$ cat config.mk
export PLATFORM = sky130hd
export DESIGN_NAME = line_table_engine
export DESIGN_NICKNAME = d
export VERILOG_FILES = /design/src/rtl/tbl_pkg.sv /design/src/rtl/tbl_pick.sv /design/src/rtl/tbl_pattern.sv /design/src/rtl/tbl_chan.sv /design/src/rtl/line_table_engine.sv
export SDC_FILE = /design/constraint.sdc
export NUM_CORES = 1
export LEC_CHECK = 0
export ABC_AREA = 1
export ABC_CLOCK_PERIOD_IN_PS = 6900
export CELL_PAD_IN_SITES_DETAIL_PLACEMENT = 1
export CELL_PAD_IN_SITES_GLOBAL_PLACEMENT = 2
export CORE_MARGIN = 3
export CORE_UTILIZATION = 38
export DETAILED_ROUTE_END_ITERATION = 10
export DONT_BUFFER_PORTS = 1
export GPL_TIMING_DRIVEN = 0
export PLACE_DENSITY = 0.95
export SETUP_SLACK_MARGIN = 0.4
export SLEW_MARGIN = 20
export SYNTH_ARGS = -nofsm -noshare
export SYNTH_HDL_FRONTEND = slang
export SYNTH_SLANG_ARGS = --single-unit
$ cat constraint.sdc
create_clock -name clk_i -period 6.9 [get_ports clk_i]
set_input_delay 1.035 -clock clk_i [delete_from_list [all_inputs] [get_ports clk_i]]
set_output_delay 1.035 -clock clk_i [all_outputs]
set_load 0.02 [all_outputs]
$ cat src/rtl/tbl_pkg.sv
package tbl_pkg;

  typedef enum logic [1:0] {
    OP_NONE,
    OP_FIRST,
    OP_DEC,
    OP_RELOAD
  } chan_op_e;

  // value bytes per entry for a pattern mode
  function automatic logic [2:0] mode_nbytes(input logic [2:0] m);
    case (m)
      3'd1, 3'd2: mode_nbytes = 3'd2;
      3'd3, 3'd4: mode_nbytes = 3'd4;
      default:    mode_nbytes = 3'd1;
    endcase
  endfunction

  // register offset of value byte i
  function automatic logic [1:0] mode_off(input logic [2:0] m, input logic [1:0] i);
    case (m)
      3'd1:    mode_off = {1'b0, i[0]};
      3'd3:    mode_off = {1'b0, i[1]};
      3'd4:    mode_off = i;
      default: mode_off = 2'd0;
    endcase
  endfunction

endpackage

$ cat src/rtl/tbl_pick.sv
module tbl_pick #(
  parameter int N  = 8,
  parameter int CW = (N > 1) ? $clog2(N) : 1
) (
  input  logic [N-1:0]  req_i,
  output logic [N-1:0]  gnt_o,
  output logic [CW-1:0] idx_o,
  output logic          any_o
);
  always_comb begin
    gnt_o = '0;
    idx_o = '0;
    for (int i = N - 1; i >= 0; i--) begin
      if (req_i[i]) begin
        gnt_o    = '0;
        gnt_o[i] = 1'b1;
        idx_o    = CW'(i);
      end
    end
  end

  assign any_o = |req_i;
endmodule

$ cat src/rtl/tbl_pattern.sv
module tbl_pattern
  import tbl_pkg::*;
(
  input  logic [2:0] mode_i,
  input  logic [1:0] idx_i,
  output logic [2:0] nb_o,
  output logic [1:0] off_o,
  output logic       last_o
);
  assign nb_o   = mode_nbytes(mode_i);
  assign off_o  = mode_off(mode_i, idx_i);
  assign last_o = (3'({1'b0, idx_i}) + 3'd1) == nb_o;
endmodule

$ cat src/rtl/tbl_chan.sv
module tbl_chan
  import tbl_pkg::*;
(
  input  logic        clk_i,
  input  logic        rst_ni,
  input  logic        clr_i,
  input  chan_op_e    op_i,
  input  logic [7:0]  data_i,
  input  logic [15:0] src_lo_i,
  input  logic [2:0]  nb_i,
  output logic [15:0] ptr_o,
  output logic [7:0]  lines_o,
  output logic        active_o
);
  always_ff @(posedge clk_i or negedge rst_ni) begin
    if (!rst_ni) begin
      ptr_o    <= '0;
      lines_o  <= '0;
      active_o <= 1'b0;
    end else if (clr_i) begin
      active_o <= 1'b0;
    end else begin
      case (op_i)
        OP_FIRST: begin
          ptr_o    <= src_lo_i + 16'd1;
          lines_o  <= data_i;
          active_o <= (data_i != 8'd0);
        end
        OP_DEC: lines_o <= lines_o - 8'd1;
        OP_RELOAD: begin
          ptr_o    <= ptr_o + 16'(nb_i) + 16'd1;
          lines_o  <= data_i;
          active_o <= (data_i != 8'd0);
        end
        default: ;
      endcase
    end
  end

  AST_ACTIVE_HAS_LINES: assert property (@(posedge clk_i) disable iff (!rst_ni)
    active_o |-> (lines_o != 8'd0));

  AST_DEC_NOT_TO_ZERO: assert property (@(posedge clk_i) disable iff (!rst_ni)
    (op_i == OP_DEC && !clr_i) |=> (lines_o != 8'd0));
endmodule

$ cat src/rtl/line_table_engine.sv
module line_table_engine
  import tbl_pkg::*;
#(
  parameter int N_CH = 8
) (
  input  logic              clk_i,
  input  logic              rst_ni,
  input  logic [N_CH-1:0]   en_mask_i,
  input  logic              frame_i,
  input  logic              line_i,
  input  logic [3*N_CH-1:0] cfg_mode_i,
  input  logic [8*N_CH-1:0] cfg_dest_i,
  input  logic [24*N_CH-1:0] cfg_src_i,
  output logic              mem_rd_o,
  output logic [23:0]       mem_addr_o,
  input  logic [7:0]        mem_data_i,
  output logic              io_we_o,
  output logic [15:0]       io_addr_o,
  output logic [7:0]        io_data_o,
  output logic              stall_o
);
  localparam int CW = (N_CH > 1) ? $clog2(N_CH) : 1;

  logic            busy_q, job_line_q, reload_q;
  logic [1:0]      idx_q;
  logic [N_CH-1:0] pend_q, gnt, act_vec;
  logic [CW-1:0]   cur;
  logic            any;
  logic [15:0]     ptr_a   [N_CH];
  logic [7:0]      lines_a [N_CH];

  tbl_pick #(.N(N_CH), .CW(CW)) u_pick (
    .req_i(pend_q), .gnt_o(gnt), .idx_o(cur), .any_o(any)
  );

  logic [2:0]  mode_cur, nb;
  logic [1:0]  off;
  logic        last;
  logic [7:0]  dest_cur, bank_cur, lines_cur;
  logic [15:0] src_lo_cur, ptr_cur, addr_lo;

  assign mode_cur   = cfg_mode_i[int'(cur)*3 +: 3];
  assign dest_cur   = cfg_dest_i[int'(cur)*8 +: 8];
  assign bank_cur   = cfg_src_i[int'(cur)*24+16 +: 8];
  assign src_lo_cur = cfg_src_i[int'(cur)*24 +: 16];
  assign ptr_cur    = ptr_a[cur];
  assign lines_cur  = lines_a[cur];

  tbl_pattern u_pat (
    .mode_i(mode_cur), .idx_i(idx_q), .nb_o(nb), .off_o(off), .last_o(last)
  );

  logic is_frm, is_val, is_rel, last_line, done, clr;
  chan_op_e op_cur;

  assign is_frm    = busy_q & ~job_line_q;
  assign is_val    = busy_q & job_line_q & ~reload_q;
  assign is_rel    = busy_q & job_line_q & reload_q;
  assign last_line = (lines_cur == 8'd1);
  assign done      = is_frm | is_rel | (is_val & last & ~last_line);
  assign clr       = ~busy_q & frame_i;

  always_comb begin
    if (!job_line_q)   addr_lo = src_lo_cur;
    else if (reload_q) addr_lo = ptr_cur + 16'(nb);
    else               addr_lo = ptr_cur + 16'(idx_q);
  end

  always_comb begin
    if (is_frm)                             op_cur = OP_FIRST;
    else if (is_rel)                        op_cur = OP_RELOAD;
    else if (is_val && last && !last_line)  op_cur = OP_DEC;
    else                                    op_cur = OP_NONE;
  end

  for (genvar c = 0; c < N_CH; c++) begin : g_chan
    tbl_chan u_chan (
      .clk_i    (clk_i),
      .rst_ni   (rst_ni),
      .clr_i    (clr),
      .op_i     (gnt[c] ? op_cur : OP_NONE),
      .data_i   (mem_data_i),
      .src_lo_i (cfg_src_i[c*24 +: 16]),
      .nb_i     (nb),
      .ptr_o    (ptr_a[c]),
      .lines_o  (lines_a[c]),
      .active_o (act_vec[c])
    );
  end

  always_ff @(posedge clk_i or negedge rst_ni) begin
    if (!rst_ni) begin
      busy_q     <= 1'b0;
      job_line_q <= 1'b0;
      reload_q   <= 1'b0;
      idx_q      <= '0;
      pend_q     <= '0;
    end else if (!busy_q) begin
      idx_q    <= '0;
      reload_q <= 1'b0;
      if (frame_i) begin
        job_line_q <= 1'b0;
        pend_q     <= en_mask_i;
        busy_q     <= |en_mask_i;
      end else if (line_i) begin
        job_line_q <= 1'b1;
        pend_q     <= en_mask_i & act_vec;
        busy_q     <= |(en_mask_i & act_vec);
      end
    end else if (done) begin
      pend_q   <= pend_q & ~gnt;
      busy_q   <= |(pend_q & ~gnt);
      reload_q <= 1'b0;
      idx_q    <= '0;
    end else if (is_val && last) begin
      reload_q <= 1'b1;
      idx_q    <= '0;
    end else begin
      idx_q <= idx_q + 2'd1;
    end
  end

  assign mem_rd_o   = busy_q;
  assign stall_o    = busy_q;
  assign mem_addr_o = {bank_cur, addr_lo};
  assign io_we_o    = is_val;
  assign io_addr_o  = {8'h21, dest_cur + 8'(off)};
  assign io_data_o  = mem_data_i;

  AST_BUSY_HAS_GRANT: assert property (@(posedge clk_i) disable iff (!rst_ni)
    busy_q |-> (any && $countones(gnt) == 1));

  AST_PEND_ONLY_SHRINKS: assert property (@(posedge clk_i) disable iff (!rst_ni)
    (busy_q && $past(busy_q)) |-> ((pend_q & ~$past(pend_q)) == '0));

  AST_WRITE_FROM_LIVE: assert property (@(posedge clk_i) disable iff (!rst_ni)
    io_we_o |-> act_vec[cur]);

  AST_BANK_HELD: assert property (@(posedge clk_i) disable iff (!rst_ni)
    (busy_q && $past(busy_q) && !$past(done)) |-> $stable(mem_addr_o[23:16]));
endmodule

==> results.md, run 1 <==
- # setup viols final: 0
- Max FO, Critical Path: 10
- Number of enable flip-flop cells after synthesis: 0
- R2R setup slack: 1900 ps
- F_max: 154.5 MHz
- XOR/XNOR share of the synthesized area: 10.10%
- CTS sink count: 213
- Most frequent cell after synthesis: nand2_1
- Max-cap check violation count: 0
- H-tree depth: 1
- IO Pins: 351
- Nets: 3,772
- Vias in the first global route: 24.63k
- Synth Flop Type: dfrtp_1
- FF-to-FF Start: pend_q[4]
- Final Hold Viols: 0
- CP Capture Type: output port
- Synthesis-to-layout area growth: 10.68%
- Post-synthesis simple-gate area fraction: 30.10%
- Cell count after synthesis: 3,373
- Drt first pass iters: 7
- Synth area leader: dfrtp_1
- Seq/Total Area, Yosys: 24.68%
- Slew @ Worst Pin: 1078 ps
- RR Endpoint: g_chan[1].u_chan.ptr_o[15]
- DIE AREA: 59,730 µm²
- Largest family of logic cells by synthesized area: simple AND/OR/NAND/NOR gates
- Final period util: 93.77%
- Largest cells by area after synthesis: dfrtp_1 (25%), nand2_1 (13%), xor2_1 (8.2%)
- Global Route met1 Usage: 50.56%
- Worst hold slack: 173.7 ps
- GRT met3 Usage: 14.55%
- Slew HR: 27.88%
- CP Launch Type: flop
- DRC: 0
- Synth Area in Adders: 3.917%
- Final Skew: 19.27 ps
- DR vias/cell: 6.133
- Final worst setup slack: 429.6 ps
- Min-Delay Path Class: in2async
- Syn_area_per_cell: 6.403 µm²
- Layout cells sized above 1: 7.901%
- Antenna-violating nets left: 0
- GRT Overall Usage: 38.39%
- Total global routing overflow: 0
- Die Span Y: 244.4 µm
- CTS tree: done
- RePlAce Congestion: 1.016
- Chip width: 244.4 µm
- Post-synthesis cell area: 21,600 µm²
- Worst path required time: 5860 ps
- Root Driver: clkbuf_16
- # hold bufs at CTS: 0
- Placeable Area: 55,630 µm²
- First-pass GRT wire length: 169,000 µm
- Post-synthesis mux area share: 0.04635%
- R2R cell count: 25
- RSZ-0062 raised after global routing: yes
- Kind of critical path: reg2out
- Slew Viols, Final: 0
- Avg WL per Cell: 28.67 µm
- WL final: 119,900 µm
- 1st-iter DRT viols: 3,336
- Fraction of registers with async set/reset: 100.0%
- Largest net degree at the start of global routing: 214
- Detailed placement HPWL: 94,180 µm
- Num rows: 86
- Synth Register Bits: 213
- Distinct cells, synth: 56
- Antenna violations before repair: 3
- YS warnings: 0
- Total CTS buffers: 29
- Post-synth top cells: nand2_1 (746), nor2_1 (345), a21oi_1 (312)
- Reg clk slew, reported paths: 60 ps
- Vias: 25.65k
- Top cell type's share of synthesized area: 24.68%
- GRT busiest layer: met2
- Worst setup startpoint: pend_q[1]
- Setup Slack @ Placement: -461.5 ps
- Synth Area in Compound Gates: 20.76%
- Clk Latency, worst-skew pair: 590 ps
- Maximum clock path buffer count: 3
- Crit path DAT: 5440 ps
- Initial core utilization: 38.82%
- Final core occ: 42.96%
- Final min period: 6470 ps
- Status: completed
- I/O Buffers: 0
- GRT met2 Usage: 56.48%
## worst max-delay path, stage by stage, from the launching register on
cell      delay, ps
dfrtp_1         400
inv_2            90
a21oi_4         240
nand2_2         100
buf_6           170
inv_2            70
buf_6           200
buf_6           200
buf_4           250
buf_6           240
buf_6           220
buf_6           230
ha_1            220
fa_1            460
ha_1            300
clkbuf_2        230
buf_4           250
o21ai_0         240
o21ai_1         220
a31oi_1          90
a211oi_4        400
## cells by family (layout without fill, tap and decap cells)
| family | Yosys count | count (layout) |
|---|---|---|
| AND/OR/NAND/NOR | 1524 | 1524 |
| AO/OA/AOI/OAI | 806 | 806 |
| XOR/XNOR | 247 | 247 |
| adder cells (fa/ha/maj) | 61 | 61 |
| buffers and inverters | 519 | 570 |
| other | 2 | 12 |
| flip-flops | 213 | 213 |
| multiplexers | 1 | 1 |
## how the worst max path moves through the flow
| stage | end |
|---|---|
| after floorplan | mem_addr_o[22] |
| after global placement | mem_addr_o[21] |
| after detailed placement | mem_addr_o[21] |
| after CTS | mem_addr_o[21] |
| after global routing | mem_addr_o[13] |
| final | mem_addr_o[21] |
## final cells by class
cell class	count	area, µm²
antenna	4	10.01
buffer	197	1174
clock buffer	44	882.1
tap	748	935.9
clock inverter	6	130.1
multi-input combinational	2647	14220
sequential	213	5330
timing repair buffer	1	7.507
inverter	322	1211
fill	7416	31730
## state kept, by name, indices dropped and copies added (netlist names)
name and cells:
reload_q 1, g_chan.u_chan.lines_o 64, idx_q 2, job_line_q 1, g_chan.u_chan.ptr_o 128, mem_rd_o 1
g_chan.u_chan.active_o 8, pend_q 8
## layer usage
| metal | wire, µm | part of all wire, % |
|---|---|---|
| met2 | 49930 | 42 |
| met1 | 47980 | 40 |
| met3 | 16090 | 13 |
| met5 | 49 | 0.041 |
| met4 | 5840 | 4.9 |
## repair_timing
item | CTS | global route
gates resized for setup | 73 | 51
setup buffers | 1 | 0
endpoints found under the setup margin | 25 | 20
pin swaps | 6 | 8
## through the flow
step | area [µm²] | TNS [ps] | instances
after floorplan | 21620 | 0 | 3379
after global placement | 22550 | -1958 | 4127
after detailed placement | 22570 | -1969 | 4127
after CTS | 23780 | 0 | 4178
after global routing | 23890 | 0 | 4178
final | 23900 | 0 | 4182
## layout by cell type, fill, tap and decap left out, types with 8 or more instances in the layout
cell and instances:
fa_1 11, buf_2 34, o221ai_1 8, nor2_1 340, buf_1 10, o311ai_0 10
clkbuf_16 29, dfrtp_1 213, buf_6 19, clkbuf_2 19, a32o_1 9, o211ai_1 64
nand2_2 23, nand3b_1 13, xnor2_1 43, o21ai_1 55, inv_2 11, a31oi_1 11
conb_1 8, inv_1 303, o21ai_0 276, nor3_1 64, buf_4 53, a21oi_1 307
xor2_1 202, clkbuf_4 8, or2_2 13, clkbuf_1 60, ha_1 50, nand2_1 746
nor4_1 13, nand4_1 29, nand3_1 251, clkbuf_8 10, o22ai_1 15, a211oi_1 16
Power of run 1 is left out: the tool's default activity adds up to more than one toggle a clock period on the data nets, which glitch-free logic cannot reach.
==> run 2: changes to the inputs <==
CORE_MARGIN = not set   (was 3)
==> results.md, run 2 (synthesis results as in run 1) <==
- Status: completed (unchanged)
- 1st-iter DRT viols: 2,690 (was 3,336)
- Num rows: 87 (was 86)
- Worst setup startpoint: pend_q[6] (was pend_q[1])
- Final period util: 93.50% (was 93.77%)
- Max reg flops: 128 (unchanged)
- DIE AREA: 57,790 µm² (was 59,730 µm²)
- Worst Setup EP: mem_addr_o[17] (was mem_addr_o[21])
- Root Driver: clkbuf_16 (unchanged)
- Final Hold Viols: 0 (unchanged)
- Kind of critical path: reg2out (unchanged)
- Die Span Y: 240.4 µm (was 244.4 µm)
- Largest register by flop count: g_chan.u_chan.ptr_o (unchanged)
- DR vias/cell: 6.102 (was 6.133)
- CTS sink count: 213 (unchanged)
- Slew @ Worst Pin: 1147 ps (was 1078 ps)
- RR Endpoint: g_chan[4].u_chan.ptr_o[15] (was g_chan[1].u_chan.ptr_o[15])
- Avg WL per Cell: 28.26 µm (was 28.67 µm)
- Worst path required time: 5860 ps (about the same)
- WL final: 118,700 µm (was 119,900 µm)
- Setup Slack @ Placement: -185.6 ps (was -461.5 ps)
- Chip width: 240.4 µm (was 244.4 µm)
- CTS tree: done (unchanged)
- Detailed placement HPWL: 93,980 µm (was 94,180 µm)
- Largest net degree at the start of global routing: 214 (unchanged)
- Min-Delay Path Class: in2async (unchanged)
- Vias in the first global route: 24.57k (was 24.63k)
- RSZ-0062 raised after global routing: no (was yes)
- Clk Latency, worst-skew pair: 620 ps (was 590 ps)
- First-pass GRT wire length: 168,400 µm (was 169,000 µm)
- CP Capture Type: output port (unchanged)
- Max FO, Critical Path: 10 (unchanged)
- Area taken by multi-input logic gates: 14,210 µm² (was 14,220 µm²)
- Slew Viols, Final: 0 (unchanged)
- Placeable Area: 56,280 µm² (was 55,630 µm²)
- Final Skew: 53.24 ps (was 19.27 ps)
- RePlAce Congestion: 1.062 (was 1.016)
- Max-cap check violation count: 0 (unchanged)
- R2R cell count: 25 (unchanged)
- Most frequent cells in the layout: nand2_1 (746), nor2_1 (341), a21oi_1 (309), inv_1 (303), o21ai_0 (277) (was nand2_1 (746), nor2_1 (340), a21oi_1 (307), inv_1 (303), o21ai_0 (276))
- IO Pins: 351 (unchanged)
- Synthesis-to-layout area growth: 11.04% (was 10.68%)
- # hold bufs at CTS: 0 (unchanged)
- FF-to-FF Start: pend_q[0] (was pend_q[4])
- Final worst setup slack: 448.6 ps (was 429.6 ps)
- # setup viols final: 0 (unchanged)
- H-tree depth: 1 (unchanged)
- CP Launch Type: flop (unchanged)
- Total CTS buffers: 30 (was 29)
- Placed cells: 4,136 (was 4,127)
- Crit path DAT: 5420 ps (was 5440 ps)
- Drt first pass iters: 6 (was 7)
- F_max: 155.0 MHz (was 154.5 MHz)
- Biggest regs: g_chan.u_chan.ptr_o: 128 flops, g_chan.u_chan.lines_o: 64 flops (unchanged)
- FF/Latch Area: 5330 µm² (unchanged)
- Finished Layout Cells: 4,201 (was 4,182)
- Initial core utilization: 38.37% (was 38.82%)
- Vias: 25.64k (was 25.65k)
- R2R setup slack: 2100 ps (was 1900 ps)
- Antenna violations before repair: 9 (was 3)
- DRC: 0 (unchanged)
- Total global routing overflow: 0 (unchanged)
- Antenna-violating nets left: 0 (unchanged)
- Final min period: 6451 ps (was 6470 ps)
- Maximum clock path buffer count: 3 (unchanged)
- Fillcell total: 7,551 (was 7,416)
- Commonest non-fill, non-tap cell in the layout: nand2_1 (unchanged)
- Worst hold slack: 181.1 ps (was 173.7 ps)
- Nets: 3,780 (was 3,772)
- Reg clk slew, reported paths: 60 ps (about the same)
- GRT Overall Usage: 40.20% (was 38.39%)
- Slew HR: 22.75% (was 27.88%)
- Layout cells sized above 1: 7.873% (was 7.901%)
- I/O Buffers: 0 (unchanged)
run 2: how the worst min path moves through the flow:
stage                                    startpoint                         end  slack (ps)  depth (start not counted)
after CTS                                    rst_ni  g_chan[0].u_chan.ptr_o[15]         120                          0
after floorplan           g_chan[1].u_chan.ptr_o[0]   g_chan[1].u_chan.ptr_o[0]         450                          2
after global placement    g_chan[3].u_chan.ptr_o[0]   g_chan[3].u_chan.ptr_o[0]         460                          2
final                                        rst_ni   g_chan[7].u_chan.ptr_o[6]         180                          0
after global routing                         rst_ni   g_chan[2].u_chan.ptr_o[4]         160                          0
after detailed placement  g_chan[3].u_chan.ptr_o[0]   g_chan[3].u_chan.ptr_o[0]         470                          2
run 2: area by class of cell:
type / instances / area share [%]
multi-input combinational: 2647 / 59.27
sequential: 213 / 22.23
inverter: 322 / 5.056
buffer: 197 / 4.946
tap: 756 / 3.944
clock buffer: 39 / 3.480
clock inverter: 16 / 0.8087
timing repair buffer: 8 / 0.2400
antenna: 3 / 0.03131
run 2: stage by stage:
stage / TNS (ps) / area, µm² / utilization, %
floorplan: 0 / 21620 / -
CTS: 0 / 23840 / 42.37
finish: 0 / 23980 / 42.61
global placement: -671.2 / 22560 / 40.09
global route: 0 / 23970 / 42.60
detailed placement: -593.2 / 22580 / 40.13
run 2: what timing repair did:
| action | in CTS | in global routing |
|---|---|---|
| gates resized for setup | 70 | 39 |
| setup buffers | 4 | 3 |
| pin swaps | 5 | 7 |
| setup endpoints to repair | 27 | 20 |
run 2: per-layer routing:
layer / vias up / global-route usage, % / share of wire [%]
met5: - / 0.7792 / 0.10
met4: 8 / 18.53 / 5.8
met3: 362 / 12.88 / 12
met2: 1505 / 58.68 / 41
met1: 12490 / 53.41 / 40
li1: 11270 / - / -
run 2: worst max-delay path: stages (launching register included):
cell and delay [ps]:
dfrtp_1 400, inv_2 90, nand3_1 110, nand3_2 150, nand2_2 100, buf_8 170
inv_2 70, buf_6 190, buf_6 210, buf_6 200, buf_6 210, buf_6 210
buf_8 200, ha_1 260, clkbuf_2 230, clkinv_1 210, clkbuf_1 590, o211ai_1 310
nand3_1 150, o311ai_0 140, a21oi_1 450, a211oi_4 110
Power of run 2 is left out for the same reason.
